File: src/rtl/zol_pkg.sv
package zol_pkg;
  // Why the fetch PC is being overridden this cycle.
  typedef enum logic [1:0] {
    RD_NONE = 2'd0,
    RD_BACK = 2'd1,
    RD_EXIT = 2'd2
  } redir_e;
endpackage

File: src/rtl/zol_cmd.sv
module zol_cmd #(
  parameter int AW = 16
) (
  input  logic          clk,
  input  logic          rst_n,
  input  logic          cmd_valid,
  input  logic [AW-1:0] cmd_first,
  input  logic [AW-1:0] cmd_last,
  input  logic          exit_evt,
  output logic          accept,
  output logic          active,
  output logic          flush,
  output logic          err,
  output logic [AW-1:0] blk_first,
  output logic [AW-1:0] blk_last
);
  logic reject;

  assign accept = cmd_valid && !active;
  assign reject = cmd_valid && active;

  always_ff @(posedge clk) begin
    if (!rst_n) begin
      active    <= 1'b0;
      flush     <= 1'b0;
      err       <= 1'b0;
      blk_first <= '0;
      blk_last  <= '0;
    end else begin
      flush <= accept;
      err   <= reject;
      if (accept) begin
        active    <= 1'b1;
        blk_first <= cmd_first;
        blk_last  <= cmd_last;
      end else if (exit_evt) begin
        active <= 1'b0;
      end
    end
  end

  assert_accept_sets_active_R1: assert property (@(posedge clk) disable iff (!rst_n)
    accept |=> active);
  assert_flush_single_R2: assert property (@(posedge clk) disable iff (!rst_n)
    flush |=> !flush);
  assert_flush_needs_accept_R2: assert property (@(posedge clk) disable iff (!rst_n)
    flush |-> $past(accept));
  assert_reject_keeps_bounds_R8: assert property (@(posedge clk) disable iff (!rst_n)
    reject |=> (err && $stable(blk_first) && $stable(blk_last) && active));
endmodule

File: src/rtl/zol_counter.sv
module zol_counter #(
  parameter int CW = 8
) (
  input  logic          clk,
  input  logic          rst_n,
  input  logic          load,
  input  logic [CW-1:0] load_val,
  input  logic          dec,
  output logic [CW-1:0] cnt,
  output logic          zero
);
  function automatic logic [CW-1:0] count_after(input logic [CW-1:0] c);
    return c - CW'(1);
  endfunction

  always_ff @(posedge clk) begin
    if (!rst_n)    cnt <= '0;
    else if (load) cnt <= load_val;
    else if (dec)  cnt <= count_after(cnt);
  end

  assign zero = (cnt == '0);

  assert_decrement_by_one_R4: assert property (@(posedge clk) disable iff (!rst_n)
    (dec && !load) |=> (cnt == CW'($past(cnt) - CW'(1))));
  assert_no_underflow_R4: assert property (@(posedge clk) disable iff (!rst_n)
    dec |-> !zero);
endmodule

File: src/rtl/zol_redirect.sv
module zol_redirect
  import zol_pkg::*;
#(
  parameter int AW = 16
) (
  input  logic          clk,
  input  logic          rst_n,
  input  logic          active,
  input  logic          fetch_adv,
  input  logic [AW-1:0] fetch_pc,
  input  logic [AW-1:0] blk_first,
  input  logic [AW-1:0] blk_last,
  input  logic          cnt_zero,
  output redir_e        reason,
  output logic          back_evt,
  output logic          exit_evt,
  output logic          redirect_valid,
  output logic [AW-1:0] redirect_pc
);
  logic at_end;

  function automatic logic [AW-1:0] fall_through(input logic [AW-1:0] last);
    return last + AW'(1);
  endfunction

  assign at_end = active && fetch_adv && (fetch_pc == blk_last);

  always_comb begin
    reason = RD_NONE;
    if (at_end) reason = cnt_zero ? RD_EXIT : RD_BACK;
  end

  assign back_evt       = (reason == RD_BACK);
  assign exit_evt       = (reason == RD_EXIT);
  assign redirect_valid = (reason != RD_NONE);
  assign redirect_pc    = back_evt ? blk_first :
                          exit_evt ? fall_through(blk_last) : '0;

  assert_idle_no_redirect_R9: assert property (@(posedge clk) disable iff (!rst_n)
    (!active || !fetch_adv) |-> !redirect_valid);
  assert_loop_back_target_R3: assert property (@(posedge clk) disable iff (!rst_n)
    (active && fetch_adv && fetch_pc == blk_last && !cnt_zero) |-> (redirect_valid && redirect_pc == blk_first));
endmodule

File: src/rtl/zol_ctrl.sv
module zol_ctrl
  import zol_pkg::*;
#(
  parameter int AW = 16,
  parameter int CW = 8
) (
  input  logic          clk,
  input  logic          rst_n,
  input  logic          rpt_valid,
  input  logic [CW-1:0] rpt_count,
  input  logic [AW-1:0] rpt_first,
  input  logic [AW-1:0] rpt_last,
  input  logic          fetch_adv,
  input  logic [AW-1:0] fetch_pc,
  output logic          redirect_valid,
  output logic [AW-1:0] redirect_pc,
  output logic          loop_active,
  output logic          flush_req,
  output logic          rpt_error
);
  logic          accept, back_evt, exit_evt, cnt_zero;
  logic [AW-1:0] blk_first, blk_last;
  logic [CW-1:0] cnt;
  redir_e        reason;

  zol_cmd #(.AW(AW)) u_cmd (
    .clk(clk), .rst_n(rst_n), .cmd_valid(rpt_valid), .cmd_first(rpt_first),
    .cmd_last(rpt_last), .exit_evt(exit_evt), .accept(accept), .active(loop_active),
    .flush(flush_req), .err(rpt_error), .blk_first(blk_first), .blk_last(blk_last)
  );

  zol_counter #(.CW(CW)) u_cnt (
    .clk(clk), .rst_n(rst_n), .load(accept), .load_val(rpt_count),
    .dec(back_evt), .cnt(cnt), .zero(cnt_zero)
  );

  zol_redirect #(.AW(AW)) u_redir (
    .clk(clk), .rst_n(rst_n), .active(loop_active), .fetch_adv(fetch_adv),
    .fetch_pc(fetch_pc), .blk_first(blk_first), .blk_last(blk_last),
    .cnt_zero(cnt_zero), .reason(reason), .back_evt(back_evt), .exit_evt(exit_evt),
    .redirect_valid(redirect_valid), .redirect_pc(redirect_pc)
  );

  assert_exit_clears_active_R5: assert property (@(posedge clk) disable iff (!rst_n)
    exit_evt |=> !loop_active);
  assert_exit_target_R5: assert property (@(posedge clk) disable iff (!rst_n)
    exit_evt |-> (redirect_pc == AW'(blk_last + AW'(1))));
  assert_reset_quiet_R10: assert property (@(posedge clk)
    !rst_n |=> (!loop_active && !flush_req && !rpt_error));
  assert_redirect_reason_R3: assert property (@(posedge clk) disable iff (!rst_n)
    redirect_valid |-> $onehot0({back_evt, exit_evt}) && (back_evt || exit_evt));
endmodule

File: config.mk
export PLATFORM = sky130hd
export DESIGN_NAME = zol_ctrl
export DESIGN_NICKNAME = d
export VERILOG_FILES = /design/src/rtl/zol_pkg.sv /design/src/rtl/zol_cmd.sv /design/src/rtl/zol_counter.sv /design/src/rtl/zol_redirect.sv /design/src/rtl/zol_ctrl.sv
export SDC_FILE = /design/constraint.sdc
export NUM_CORES = 1
export LEC_CHECK = 0
export BUFFER_PORTS_ARGS = -buffer_cell sky130_fd_sc_hd__buf_2
export CAP_MARGIN = 10
export CORE_MARGIN = 5
export CORE_UTILIZATION = 51
export DETAILED_ROUTE_END_ITERATION = 8
export GPL_TIMING_DRIVEN = 1
export PLACE_DENSITY = 0.78
export SLEW_MARGIN = 40
export SYNTH_ARGS = -nofsm -noshare
export SYNTH_HDL_FRONTEND = slang
export SYNTH_SLANG_ARGS = --single-unit
export TNS_END_PERCENT = 20
File: constraint.sdc
create_clock -name clk -period 2.9 [get_ports clk]
set_clock_uncertainty 0.15 [all_clocks]
set_input_delay 0.29 -clock clk [delete_from_list [all_inputs] [get_ports clk]]
set_output_delay 0.29 -clock clk [all_outputs]
set_load 0.005 [all_outputs]
==> results.py <==
metrics = {
    "run_status": {
        "outcome": "complete, but fails checks",
        "violations": "negative setup slack",
    },
    "power": {
        "leakagePower_nw": 1.33,
        "power_density_mw_per_mm2": 470,
        "vdd_drop_max_mv": 0.285,
    },
    "timing": {
        "setup_viol": 2,
        "max_freq_mhz": 343,
        "hold_viol": 0,
        "rsz0062_at_grt": "true",
        "slew_headroom": 0.553,
        "drv_slew": 0,
        "fin_crit_sh": 1.00,
        "holdWs_ns": 0.0642,
        "worst_pin_slew_ns": 0.669,
        "tns_ns": -0.0218,
        "period_needed_ns": 2.91,
        "fin_ws_ns": -0.0132,
    },
    "critical_path": {
        "end_kind": "output pin",
        "crit_family": "simple AND/OR/NAND/NOR gates",
        "worst-path-max-fanout": 6,
        "crit_type": "flop to output pin",
        "path_buf_inv": 6,
        "cp_slowest_cell": "or3b_4",
        "startpoint_type": "flop",
        "cp_data_required_time_ns": 2.46,
        "path_cells": "inv_2 -> ha_4 -> or3b_4 -> or3_4 -> nor3_4 -> buf_12 -> buf_8 -> buf_6 -> buf_4 -> a211oi_2 -> buf_2",
        "arrival_ns": 2.47,
        "ff2ff_setup_slack_ns": 0.44,
        "max_stage_delay_ns": 0.37,
    },
    "synthesis": {
        "synth-seq-area-share": 0.334,
        "synthTopCellsByArea": "dfxtp_1, nand2_1, a211oi_2",
        "syn_area_sq_mm": 0.00258,
        "synthCells": 330,
        "synth-edff-count": 0,
        "synth_top_area_frac": 0.334,
        "syn-num-nets": 392,
        "yosysWarnings": 0,
        "synthTopCellsByCount": "nand2_1, dfxtp_1, a21oi_1",
        "yosys_register_bits": 43,
        "yosys.area.top_type": "dfxtp_1",
        "async_reset_ff_frac": 0,
        "ys_types": 48,
        "syn_area_per_cell_sq_um": 7.82,
        "synth_ff_type": "dfxtp_1",
        "yosysMostFrequentCell": "nand2_1",
    },
    "placed_design": {
        "dpl.hpwl_um": 5120,
        "place_congestion": 0.853,
        "portBuffers": 79,
    },
    "cts": {
        "cts_buffers": 5,
        "cts_root_buf": "clkbuf_8",
        "hold_buffers": 0,
        "htreeDepth": 2,
        "worstSkewPairLatency_ns": 0.30,
        "clockBufferDepth": 2,
        "clock_sinks": 43,
        "path_clk_slew_ns": 0.08,
        "cts_tree": "done",
    },
    "global_routing": {
        "track_usage": 0.236,
        "grt_pass1_vias": 2622,
        "antenna_found_initial": 0,
        "use_met1": 0.307,
        "grt-ovfl-total": 0,
        "grt_max_degree": 40,
        "grt.met2_usage": 0.376,
        "gr-usage-met3": 0.0510,
        "grt_first_pass_wirelength_um": 12100,
        "gr-max-usage-layer": "met2",
    },
    "final_layout": {
        "drive_gt1_frac": 0.354,
        "utilization": 0.684,
        "final_net_count": 476,
        "antenna_cells": 0,
        "fillers": 401,
        "area_growth_pct": 27.8,
    },
    "die": {
        "ioPinCount": 80,
        "die_area_sq_mm": 0.00658,
        "core_sq_mm": 0.00482,
        "rows": 25,
        "dieHeight_um": 81.1,
        "die_x_um": 81.1,
        "initial_core_util": 0.536,
    },
    "route": {
        "vias_per_cell": 5.80,
        "routedWlPerCell_um": 16.0,
        "first_iter_violations": 252,
        "firstDrtPassIters": 5,
        "ant_nets": 0,
        "vias": 2798,
        "drc_errors": 0,
        "routed_wl_um": 7700,
    },
    "run": {
        "drv_cap": 0,
    },
    "min_path": {
        "worst_hold_path_type": "input pin to flop",
    },
}
## layout by cell type (no fill, tap or decap), drive strengths merged, types with 7 or more instances in the layout
cell type | netlist | layout
xnor2 | 14 | 14
nor4 | 7 | 7
nor2 | 23 | 23
xor2 | 16 | 16
nand4 | 10 | 10
nand3 | 14 | 14
nor3 | 9 | 9
a21oi | 33 | 33
buf | 10 | 104
dfxtp | 43 | 43
a211oi | 15 | 15
nand2 | 72 | 72
## worst reg2reg max path: stages, from the launching register on
cell and delay (ns):
dfxtp_2 0.33, inv_2 0.07, ha_4 0.12, or3b_4 0.37, or3_4 0.37, nor3_4 0.21
buf_4 0.16, buf_4 0.13, buf_16 0.16, o31ai_1 0.09, a31oi_1 0.21
## power by group
group	internal [mW]	total, mW	switching, mW
combinational	0.234	0.489	0.255
sequential	0.634	0.683	0.0488
clock	0.168	0.379	0.210
total	1.04	1.55	0.514
## logic make-up (layout without fill, tap and decap cells)
group,after synthesis,after routing,synth area share
multiplexers,1,1,0.00436
AND/OR/NAND/NOR,156,156,0.296
AO/OA/AOI/OAI,66,66,0.189
flip-flops,43,43,0.334
adder cells (fa/ha/maj),2,2,0.00970
XOR/XNOR,30,30,0.105
buffers and inverters,32,117,0.0630
## cell type report
type / instances / area [sq um] / share of cell area
Clock buffer: 6 / 72.6 / 0.0220
Tap cell: 67 / 83.8 / 0.0254
Clock inverter: 2 / 12.5 / 0.00380
Timing Repair Buffer: 104 / 649 / 0.197
Multi-Input combinational cell: 255 / 1590 / 0.483
Inverter: 5 / 18.8 / 0.00569
Sequential cell: 43 / 866 / 0.263
## flip-flops by register name, summed over array words and instances, names as in the netlist
register and count:
u_cmd.blk_first 16, u_cnt.cnt 8, u_cmd.flush 1, u_cmd.active 1
u_cmd.blk_last 16, u_cmd.err 1
## metrics by stage
step | cells | instance area, sq um | worst slack [ns] | total power [mW]
floorplan | 330 | 2580 | 0.484 | 0.936
finish | 482 | 3300 | -0.0132 | 1.55
detailed placement | 457 | 2990 | 0.262 | 1.04
global placement | 457 | 2990 | 0.318 | 1.03
global route | 482 | 3300 | -0.0631 | 1.62
CTS | 477 | 3240 | -0.0723 | 1.52
## worst paths after layout
check,startpoint,end,cells after the start
max,u_cnt.cnt[0],redirect_pc[0],11
min,rpt_first[8],u_cmd.blk_first[8],3
max reg2reg,u_cnt.cnt[0],u_cnt.cnt[0],10
min reg2reg,u_cmd.blk_first[1],u_cmd.blk_first[1],2
## layer usage
layer  part of all wire  routed length, um
met4              0.020                154
met1               0.41               3170
met2               0.46               3530
met5                  0                  0
met3               0.11                843
## repair_timing
action | in CTS | in global routing
gates cloned | 1 | 0
buffers inserted | 11 | 5
resized for setup | 23 | 6
endpoints found under the setup margin | 15 | 16
pin swaps | 12 | 4
(Power assumes the default switching activity.)
